===== src/rtl/uart_frame_tx_pkg.sv =====
package uart_frame_tx_pkg;

    localparam int MAX_BITS  = 8;
    localparam int MIN_BITS  = MAX_BITS - 1;
    localparam int MAX_STOP  = 2;
    localparam int FRAME_MAX = 1 + MAX_BITS + 1 + MAX_STOP;
    localparam int CNT_W     = $clog2(FRAME_MAX + 1);
    localparam int PAD_W     = FRAME_MAX - MAX_BITS - 1;

    typedef enum logic [1:0] {
        PAR_NONE = 2'b00,
        PAR_ZERO = 2'b01,
        PAR_ODD  = 2'b10,
        PAR_EVEN = 2'b11
    } par_mode_e;

    typedef struct packed {
        par_mode_e par;
        logic      len8;
        logic      stop2;
    } fmt_t;

    typedef struct packed {
        logic [FRAME_MAX-1:0] bits;
        logic [CNT_W-1:0]     len;
    } frame_t;

    localparam fmt_t FMT_RESET = '{par: PAR_NONE, len8: 1'b1, stop2: 1'b0};

    function automatic logic parity_of(input par_mode_e mode,
                                       input logic [MAX_BITS-1:0] data);
        logic p;
        case (mode)
            PAR_ODD:  p = ~^data;
            PAR_EVEN: p = ^data;
            default:  p = 1'b0;
        endcase
        return p;
    endfunction

    function automatic frame_t build_frame(input fmt_t f,
                                           input logic [MAX_BITS-1:0] d);
        frame_t               fr;
        logic [MAX_BITS-1:0]  on_line;
        logic [MAX_BITS-1:0]  for_par;
        logic [CNT_W-1:0]     nbits;
        logic [CNT_W-1:0]     ppos;
        logic [FRAME_MAX-1:0] one;
        logic                 pbit;
        one     = FRAME_MAX'(1);
        nbits   = f.len8 ? CNT_W'(MAX_BITS) : CNT_W'(MIN_BITS);
        on_line = f.len8 ? d : {1'b1, d[MIN_BITS-1:0]};
        for_par = f.len8 ? d : {1'b0, d[MIN_BITS-1:0]};
        pbit    = parity_of(f.par, for_par);
        ppos    = nbits + CNT_W'(1);
        fr.bits = {{PAD_W{1'b1}}, on_line, 1'b0};
        if (f.par != PAR_NONE) begin
            fr.bits = (fr.bits & ~(one << ppos)) | (FRAME_MAX'(pbit) << ppos);
        end
        fr.len = CNT_W'(1) + nbits
               + ((f.par != PAR_NONE) ? CNT_W'(1) : CNT_W'(0))
               + (f.stop2 ? CNT_W'(2) : CNT_W'(1));
        return fr;
    endfunction

endpackage


===== src/rtl/tfx_fmt_hold.sv =====
module tfx_fmt_hold
    import uart_frame_tx_pkg::*;
(
    input  logic clk,
    input  logic rst,
    input  logic tx_en,
    input  fmt_t fmt_in,
    output fmt_t fmt_q
);

    always_ff @(posedge clk) begin
        if (rst) begin
            fmt_q <= FMT_RESET;
        end else if (!tx_en) begin
            fmt_q <= fmt_in;
        end
    end

endmodule


===== src/rtl/tfx_framer.sv =====
module tfx_framer
    import uart_frame_tx_pkg::*;
(
    input  fmt_t                fmt,
    input  logic [MAX_BITS-1:0] data,
    output frame_t              frame
);

    always_comb begin
        frame = build_frame(fmt, data);
    end

endmodule


===== src/rtl/tfx_shifter.sv =====
module tfx_shifter
    import uart_frame_tx_pkg::*;
(
    input  logic   clk,
    input  logic   rst,
    input  logic   active,
    input  logic   load,
    input  frame_t frame,
    input  logic   tick,
    output logic   txd,
    output logic   busy,
    output logic   done
);

    logic [FRAME_MAX-1:0] shreg;
    logic [CNT_W-1:0]     remain;

    always_ff @(posedge clk) begin
        if (rst || !active) begin
            shreg  <= '1;
            remain <= '0;
            busy   <= 1'b0;
            done   <= 1'b0;
        end else begin
            done <= 1'b0;
            if (load) begin
                shreg  <= frame.bits;
                remain <= frame.len;
                busy   <= 1'b1;
            end else if (busy && tick) begin
                shreg  <= {1'b1, shreg[FRAME_MAX-1:1]};
                remain <= remain - CNT_W'(1);
                if (remain == CNT_W'(1)) begin
                    busy <= 1'b0;
                    done <= 1'b1;
                end
            end
        end
    end

    // Gating with active makes an abort reach the line in the same cycle.
    assign txd = !active || !busy || shreg[0];

endmodule


===== src/rtl/uart_frame_tx.sv =====
module uart_frame_tx
    import uart_frame_tx_pkg::*;
(
    input  logic       clk,
    input  logic       rst,
    input  logic       pwr_en,
    input  logic       tx_en,
    input  logic [1:0] par_sel,
    input  logic       len8,
    input  logic       stop2,
    input  logic [7:0] din,
    input  logic       din_valid,
    output logic       din_ready,
    input  logic       baud_tick,
    output logic       txd,
    output logic       tx_done
);

    fmt_t   fmt_in;
    fmt_t   fmt_q;
    frame_t frame;
    logic   active;
    logic   busy;
    logic   load;

    assign fmt_in    = '{par: par_mode_e'(par_sel), len8: len8, stop2: stop2};
    assign active    = pwr_en && tx_en;
    assign din_ready = active && !busy;
    assign load      = din_valid && din_ready;

    tfx_fmt_hold u_fmt (
        .clk    (clk),
        .rst    (rst),
        .tx_en  (tx_en),
        .fmt_in (fmt_in),
        .fmt_q  (fmt_q)
    );

    tfx_framer u_framer (
        .fmt   (fmt_q),
        .data  (din),
        .frame (frame)
    );

    tfx_shifter u_shift (
        .clk    (clk),
        .rst    (rst),
        .active (active),
        .load   (load),
        .frame  (frame),
        .tick   (baud_tick),
        .txd    (txd),
        .busy   (busy),
        .done   (tx_done)
    );

endmodule


===== config.mk =====
export PLATFORM = sky130hd
export DESIGN_NAME = uart_frame_tx
export DESIGN_NICKNAME = d
export VERILOG_FILES = /design/src/rtl/uart_frame_tx_pkg.sv /design/src/rtl/tfx_fmt_hold.sv /design/src/rtl/tfx_framer.sv /design/src/rtl/tfx_shifter.sv /design/src/rtl/uart_frame_tx.sv
export SDC_FILE = /design/constraint.sdc
export NUM_CORES = 1
export LEC_CHECK = 0
export CAP_MARGIN = 15
export CORE_ASPECT_RATIO = 0.9
export CORE_MARGIN = 5
export CORE_UTILIZATION = 48
export CTS_BUF_LIST = sky130_fd_sc_hd__clkbuf_16
export CTS_CLUSTER_DIAMETER = 50
export DETAILED_ROUTE_END_ITERATION = 12
export DONT_BUFFER_PORTS = 1
export PLACE_DENSITY = 0.69
export SETUP_SLACK_MARGIN = 0.3
export SYNTH_ARGS = -nofsm -noshare
export SYNTH_HDL_FRONTEND = slang
export SYNTH_HIERARCHICAL = 1
export SYNTH_SLANG_ARGS = --single-unit

===== constraint.sdc =====
create_clock -name clk -period 5 [get_ports clk]
set_clock_uncertainty 0.1 [all_clocks]
set_input_delay 1 -clock clk [delete_from_list [all_inputs] [get_ports clk]]
set_output_delay 1 -clock clk [all_outputs]
set_load 0.005 [all_outputs]

==> results_dict.tcl, run 1 <==
set metrics [dict create \
    grtUsageTotal 0.139 \
    hp-class "reg -> reg" \
    netlist_area_mm2 0.00129 \
    powerDensity_mw_per_mm2 336 \
    drt_pass1_iterations 4 \
    setup_tns_ns 0 \
    nFillCells 228 \
    yosysMostFrequentCell "dfxtp_1" \
    multi_input_area_um2 706 \
    initial_core_util 0.512 \
    cts_resized 0 \
    yosys.area.top_type "dfxtp_1" \
    drc 0 \
    yosys-top-cells-count "dfxtp_1, nor2_1, o21ai_0, a211oi_1" \
    cap_violations 0 \
    ant_nets 0 \
    numCtsBuffers 3 \
    syn_area_per_cell_um2 8.30 \
    regArea_um2 440 \
    rows 17 \
    endpoint_kind "flip-flop" \
    nets 165 \
    synth-main-ff-cell "dfxtp_1" \
    netlist_instances 155 \
    via_per_inst 5.75 \
    outcome "finished, final reports clean" \
    dr_wl_met3_um 139 \
    hp-start "u_shift/remain[3]$_SDFFE_PP0P_" \
    synth_edf_count 0 \
    first_global_vias 953 \
    min_period_ns 2.52 \
    clkLatencyLatePin_ns 0.25 \
    hold_depth 2 \
    vdd_drop_max_uv 206 \
    vias 978 \
    io_buffers 0 \
    postSynth.asyncResetShare 0 \
    r2r_slack_ns 2.61 \
    overflow 0 \
    htreeDepth 1 \
    drive_above_1_share 0.0423 \
    die_area_mm2 0.00382 \
    slew_headroom 0.390 \
    cts_tree "yes" \
    ios 21 \
    layoutNonFillerInstCount 170 \
    gp_congestion 0.764 \
    synth-seq-area-share 0.342 \
    die_w_um 64.6 \
    reg2reg_from "u_shift/busy$_SDFFE_PP0P_" \
    rr_worst_depth 4 \
    fp.dieH_um 59.1 \
    met1_length_mm 1.14 \
    min_period_over_period 0.504 \
    yosys.area.top_type_share 0.342 \
    cts_setup_buffers 0 \
    cts_buffer_depth 2 \
    cts_root_buf "clkbuf_16" \
    syn_to_final_growth_pct 2.04 \
    start_kind "input port" \
    coreArea_mm2 0.00251 \
    drtIter0Drc 15 \
    slew_violations 0 \
    synth.distinct_cells 38 \
    clk_pin_slew_ns 0.06 \
    worstMarginPinSlew_ns 0.913 \
    rsz0062_at_grt "false" \
    antenna_found_initial 0 \
    dp_hpwl_mm 1.71 \
    worstPathMaxFanout 18 \
    path_class "in -> reg" \
    routed_wl_mm 2.43 \
    worst_ep_arrival_time_ns 2.51 \
    setup_violations 0 \
    clock.fmax_mhz 397 \
    wire_per_inst_um 14.3 \
    dp_cells 166 \
    grt_first_pass_wirelength_mm 4.14 \
    worstHoldEndpoint "u_shift/remain[3]$_SDFFE_PP0P_" \
    ys_ff_latch 22 \
    met2_length_mm 1.11 \
    cts_hold_buffers 0 \
    r2r_end "u_shift/shreg[1]$_SDFFE_PP1P_" \
    finalHoldViolCount 0 \
    grt_max_degree 21 \
    antenna_cells 0 \
    cp.required_ns 4.98 \
    synth_area_leaders "dfxtp_1, a211oi_1, buf_4" \
    yosysWarnings 6 \
    routed.top_layer "met4" \
    cts_sinks 22 \
    p_leak_nw 0.543 \
]
==> per-layer routing <==
| layer | GRT usage | vias up |
|---|---|---|
| met1 | 0.158 | 445 |
| li1 | - | 499 |
| met3 | 0.0550 | 6 |
| met4 | 0.0633 | 0 |
| met2 | 0.231 | 28 |
| met5 | 0 | - |
==> worst max-delay path by stage <==
stage,startpoint,cells past startpoint,endpoint
floorplan,pwr_en,2,txd
global placement,tx_en,4,u_shift/shreg[5]$_SDFFE_PP1P_
detailed placement,tx_en,4,u_shift/remain[2]$_SDFFE_PP0P_
CTS,tx_en,4,u_shift/shreg[1]$_SDFFE_PP1P_
global route,tx_en,4,u_shift/remain[2]$_SDFFE_PP0P_
finish,tx_en,4,u_shift/shreg[1]$_SDFFE_PP1P_
==> state kept, by name, indices dropped and copies added, names as in the netlist <==
name	count
u_shift/busy	1
u_shift/remain	4
u_shift/shreg	12
u_shift/done	1
u_fmt/fmt_q	4
==> through the flow <==
| stage | utilization | area [um2] | worst slack [ns] | power (mW) | hold WS [ns] |
|---|---|---|---|---|---|
| 2_1_floorplan | - | 1290 | 2.66 | 0.225 | 0.375 |
| 3_3_place_gp | 0.481 | 1210 | 2.29 | 0.221 | 0.396 |
| 3_5_place_dp | 0.481 | 1210 | 2.26 | 0.223 | 0.405 |
| 4_1_cts | 0.523 | 1310 | 2.52 | 0.445 | 0.414 |
| 5_1_grt | 0.523 | 1310 | 2.32 | 0.459 | 0.458 |
| 6_report | 0.523 | 1310 | 2.48 | 0.441 | 0.411 |
==> area by class of cell <==
cell class,instances,share of cell area
clock inverters,1,0.0229
inverters,7,0.0200
multi-input cells,109,0.538
flip-flops and latches,22,0.336
clock buffers,3,0.0572
well taps,28,0.0267
==> power breakdown <==
group | leakage [nW] | internal (mW) | switching, mW
logic | 0.313 | 0.0178 | 0.0187
registers | 0.179 | 0.179 | 0.00414
clock network | 0.0511 | 0.159 | 0.0629
==> placed cells by master (no fill, tap or decap) <==
cell type,count
a21oi_1,3
and2_1,1
fa_1,1
mux2i_1,4
clkbuf_16,3
nand3b_1,1
conb_1,4
and3b_1,1
o311ai_0,1
inv_1,6
xor2_1,3
ha_1,3
bufinv_16,1
a211o_1,1
nor2b_2,1
a311o_1,1
xnor3_1,1
nor3b_1,1
clkinv_1,1
a211oi_1,13
nand3_1,1
nand2b_1,1
and4b_1,1
nor2_1,19
a31oi_1,2
nand2_1,6
and3_1,12
nor4_1,1
and3b_2,1
nor3_1,2
o21a_1,1
xnor2_1,4
dfxtp_1,22
nor2b_1,1
o21ai_0,15
or3_1,2
==> worst max-delay path: stages <==
cell and delay, ns:
and4b_1 0.57, clkinv_1 0.59, nor2_1 0.23, o21ai_0 0.11
==> cells by family (layout without fill, tap and decap cells) <==
family | after synthesis | count (layout) | share of synthesized area
adder cells (fa/ha/maj) | 4 | 4 | 0.0448
AO/OA/AOI/OAI | 37 | 37 | 0.183
multiplexers | 4 | 4 | 0.0311
buffers and inverters | 26 | 11 | 0.115
XOR/XNOR | 8 | 8 | 0.0652
flip-flops | 22 | 22 | 0.342
AND/OR/NAND/NOR | 52 | 52 | 0.213
other | 2 | 4 | 0.00584
Note: power is estimated with default switching activity, not from simulation.
==> run 2: changes to the inputs <==
==> constraint.sdc (replaced) <==
create_clock -name clk -period 2.5 [get_ports clk]
set_clock_uncertainty 0.1 [all_clocks]
set_input_delay 0.5 -clock clk [delete_from_list [all_inputs] [get_ports clk]]
set_output_delay 0.5 -clock clk [all_outputs]
set_load 0.005 [all_outputs]
==> run 2 against run 1 <==
Effect of this change:
- global-route usage rose by 1.0 points
- final cell count rose by 1.8%
- die area did not move
- worst hold slack got worse by 0.21 ns
- combinational power rose by 110%
- sequential power rose by 99%
- clock power rose by 100%
- cell area rose by 1.7%
- critical path depth rose by 2
- utilization rose by 0.90 points
- critical path type is now reg -> reg
==> results_dict.tcl, run 2 (same netlist as run 1, synthesis figures left out) <==
set metrics [dict create \
    grtUsageTotal 0.149 \
    cts_setup_buffers 0 \
    worstPathMaxFanout 5 \
    coreArea_mm2 0.00251 \
    min_period_ns 1.86 \
    ios 21 \
    grt_max_degree 19 \
    min_period_over_period 0.743 \
    vdd_drop_max_uv 277 \
    wire_per_inst_um 15.2 \
    post-route-cell-area_mm2 0.00134 \
    p_leak_nw 0.559 \
    reg_top3 "u_shift/shreg (12), u_fmt/fmt_q (4), u_shift/remain (4)" \
    die_w_um 64.6 \
    cts_hold_buffers 0 \
    slew_headroom 0.639 \
    gp_congestion 0.798 \
    totalPowerFinal_mw 0.893 \
    setup_tns_ns 0 \
    numCtsBuffers 3 \
    cts_tree "yes" \
    rsz0062_at_grt "false" \
    setup_violations 0 \
    cp.required_ns 2.53 \
    routed_wl_mm 2.63 \
    layoutNonFillerInstCount 173 \
    syn_to_final_growth_pct 3.79 \
    cts_buffer_depth 2 \
    fp.dieH_um 59.1 \
    finalHoldViolCount 0 \
    hp-class "in -> reg" \
    nets 168 \
    clock.fmax_mhz 538 \
    post-place-ws_ns 0.615 \
    endpoint_kind "flip-flop" \
    largest_reg_flops 12 \
    cts_resized 0 \
    place_area_mm2 0.00123 \
    ant_nets 0 \
    via_per_inst 5.72 \
    dp_hpwl_mm 1.84 \
    worst_ep_arrival_time_ns 1.89 \
    initial_core_util 0.512 \
    antenna_cells 0 \
    dp_cells 169 \
    drt_pass1_iterations 4 \
    drc 0 \
    fin_ws_ns 0.643 \
    worstMarginPinSlew_ns 0.540 \
    powerDensity_mw_per_mm2 669 \
    die_area_mm2 0.00382 \
    clkLatencyLatePin_ns 0.26 \
    final_common_cell "dfxtp_1" \
    cts_sinks 22 \
    rows 17 \
    drive_above_1_share 0.0621 \
    cts_root_buf "clkbuf_16" \
    grt_first_pass_wirelength_mm 4.41 \
    drtIter0Drc 19 \
    slew_violations 0 \
    first_global_vias 967 \
    cap_violations 0 \
    start_kind "flip-flop" \
    vias 990 \
    regMostFlops "u_shift/shreg" \
    final_cell_mix "dfxtp_1, nor2_1, o21ai_0" \
    overflow 0 \
    antenna_found_initial 0 \
    io_buffers 0 \
    htreeDepth 1 \
    outcome "finished, final reports clean" \
    clk_pin_slew_ns 0.06 \
    path_class "reg -> reg" \
]
==> run 2: cell types whose count changed in the layout (fill, tap and decap cells not counted), sizes merged <==
cell / before / now
buf: 0 / 3
==> run 2: path summary, 6_finish.rpt <==
check                                       from                        endpoint  slack [ns]  cells after the start
hold / removal                               rst     u_fmt/fmt_q[0]$_SDFFE_PP0N_        0.20                      1
hold reg to reg   u_shift/remain[3]$_SDFFE_PP0P_  u_shift/remain[3]$_SDFFE_PP0P_        0.40                      2
setup reg to reg     u_fmt/fmt_q[2]$_SDFFE_PP0N_   u_shift/shreg[8]$_SDFFE_PP1P_        0.64                      6
setup / recovery     u_fmt/fmt_q[2]$_SDFFE_PP0N_   u_shift/shreg[8]$_SDFFE_PP1P_        0.64                      6
==> run 2: metal layers <==
layer / part of all wire / global-route usage / vias to the layer above
met3: 0.057 / 0.0380 / 2
met2: 0.47 / 0.253 / 25
met1: 0.47 / 0.184 / 459
met5: 0 / 0 / -
met4: 0.0046 / 0.0542 / 0
li1: - / - / 504
==> run 2: critical path: stages, from the launching register on <==
cell      delay (ns)
dfxtp_1         0.43
xor2_1          0.16
xnor3_1         0.46
mux2i_1         0.16
o311ai_0        0.18
nor2_1          0.11
o21ai_0         0.12
==> run 2: layout make-up <==
type | instances | area [um2]
clock inverter | 1 | 30.0
sequential | 22 | 440
tap | 28 | 35.0
fill | 241 | 1170
inverter | 7 | 26.3
timing repair buffer | 3 | 22.5
multi-input combinational | 109 | 706
clock buffer | 3 | 75.1
==> run 2: per-stage QoR <==
| step | hold WS (ns) | util |
|---|---|---|
| floorplan | 0.375 | - |
| CTS | 0.205 | 0.532 |
| global route | 0.198 | 0.532 |
| detailed placement | 0.398 | 0.490 |
| global placement | 0.391 | 0.490 |
| finish | 0.205 | 0.532 |
==> run 2: power by group <==
part | switching, mW | internal, mW | leakage (nW)
clock | 0.134 | 0.318 | 0.0511
sequential | 0.00789 | 0.357 | 0.179
combinational | 0.0387 | 0.0370 | 0.329
total | 0.181 | 0.712 | 0.559
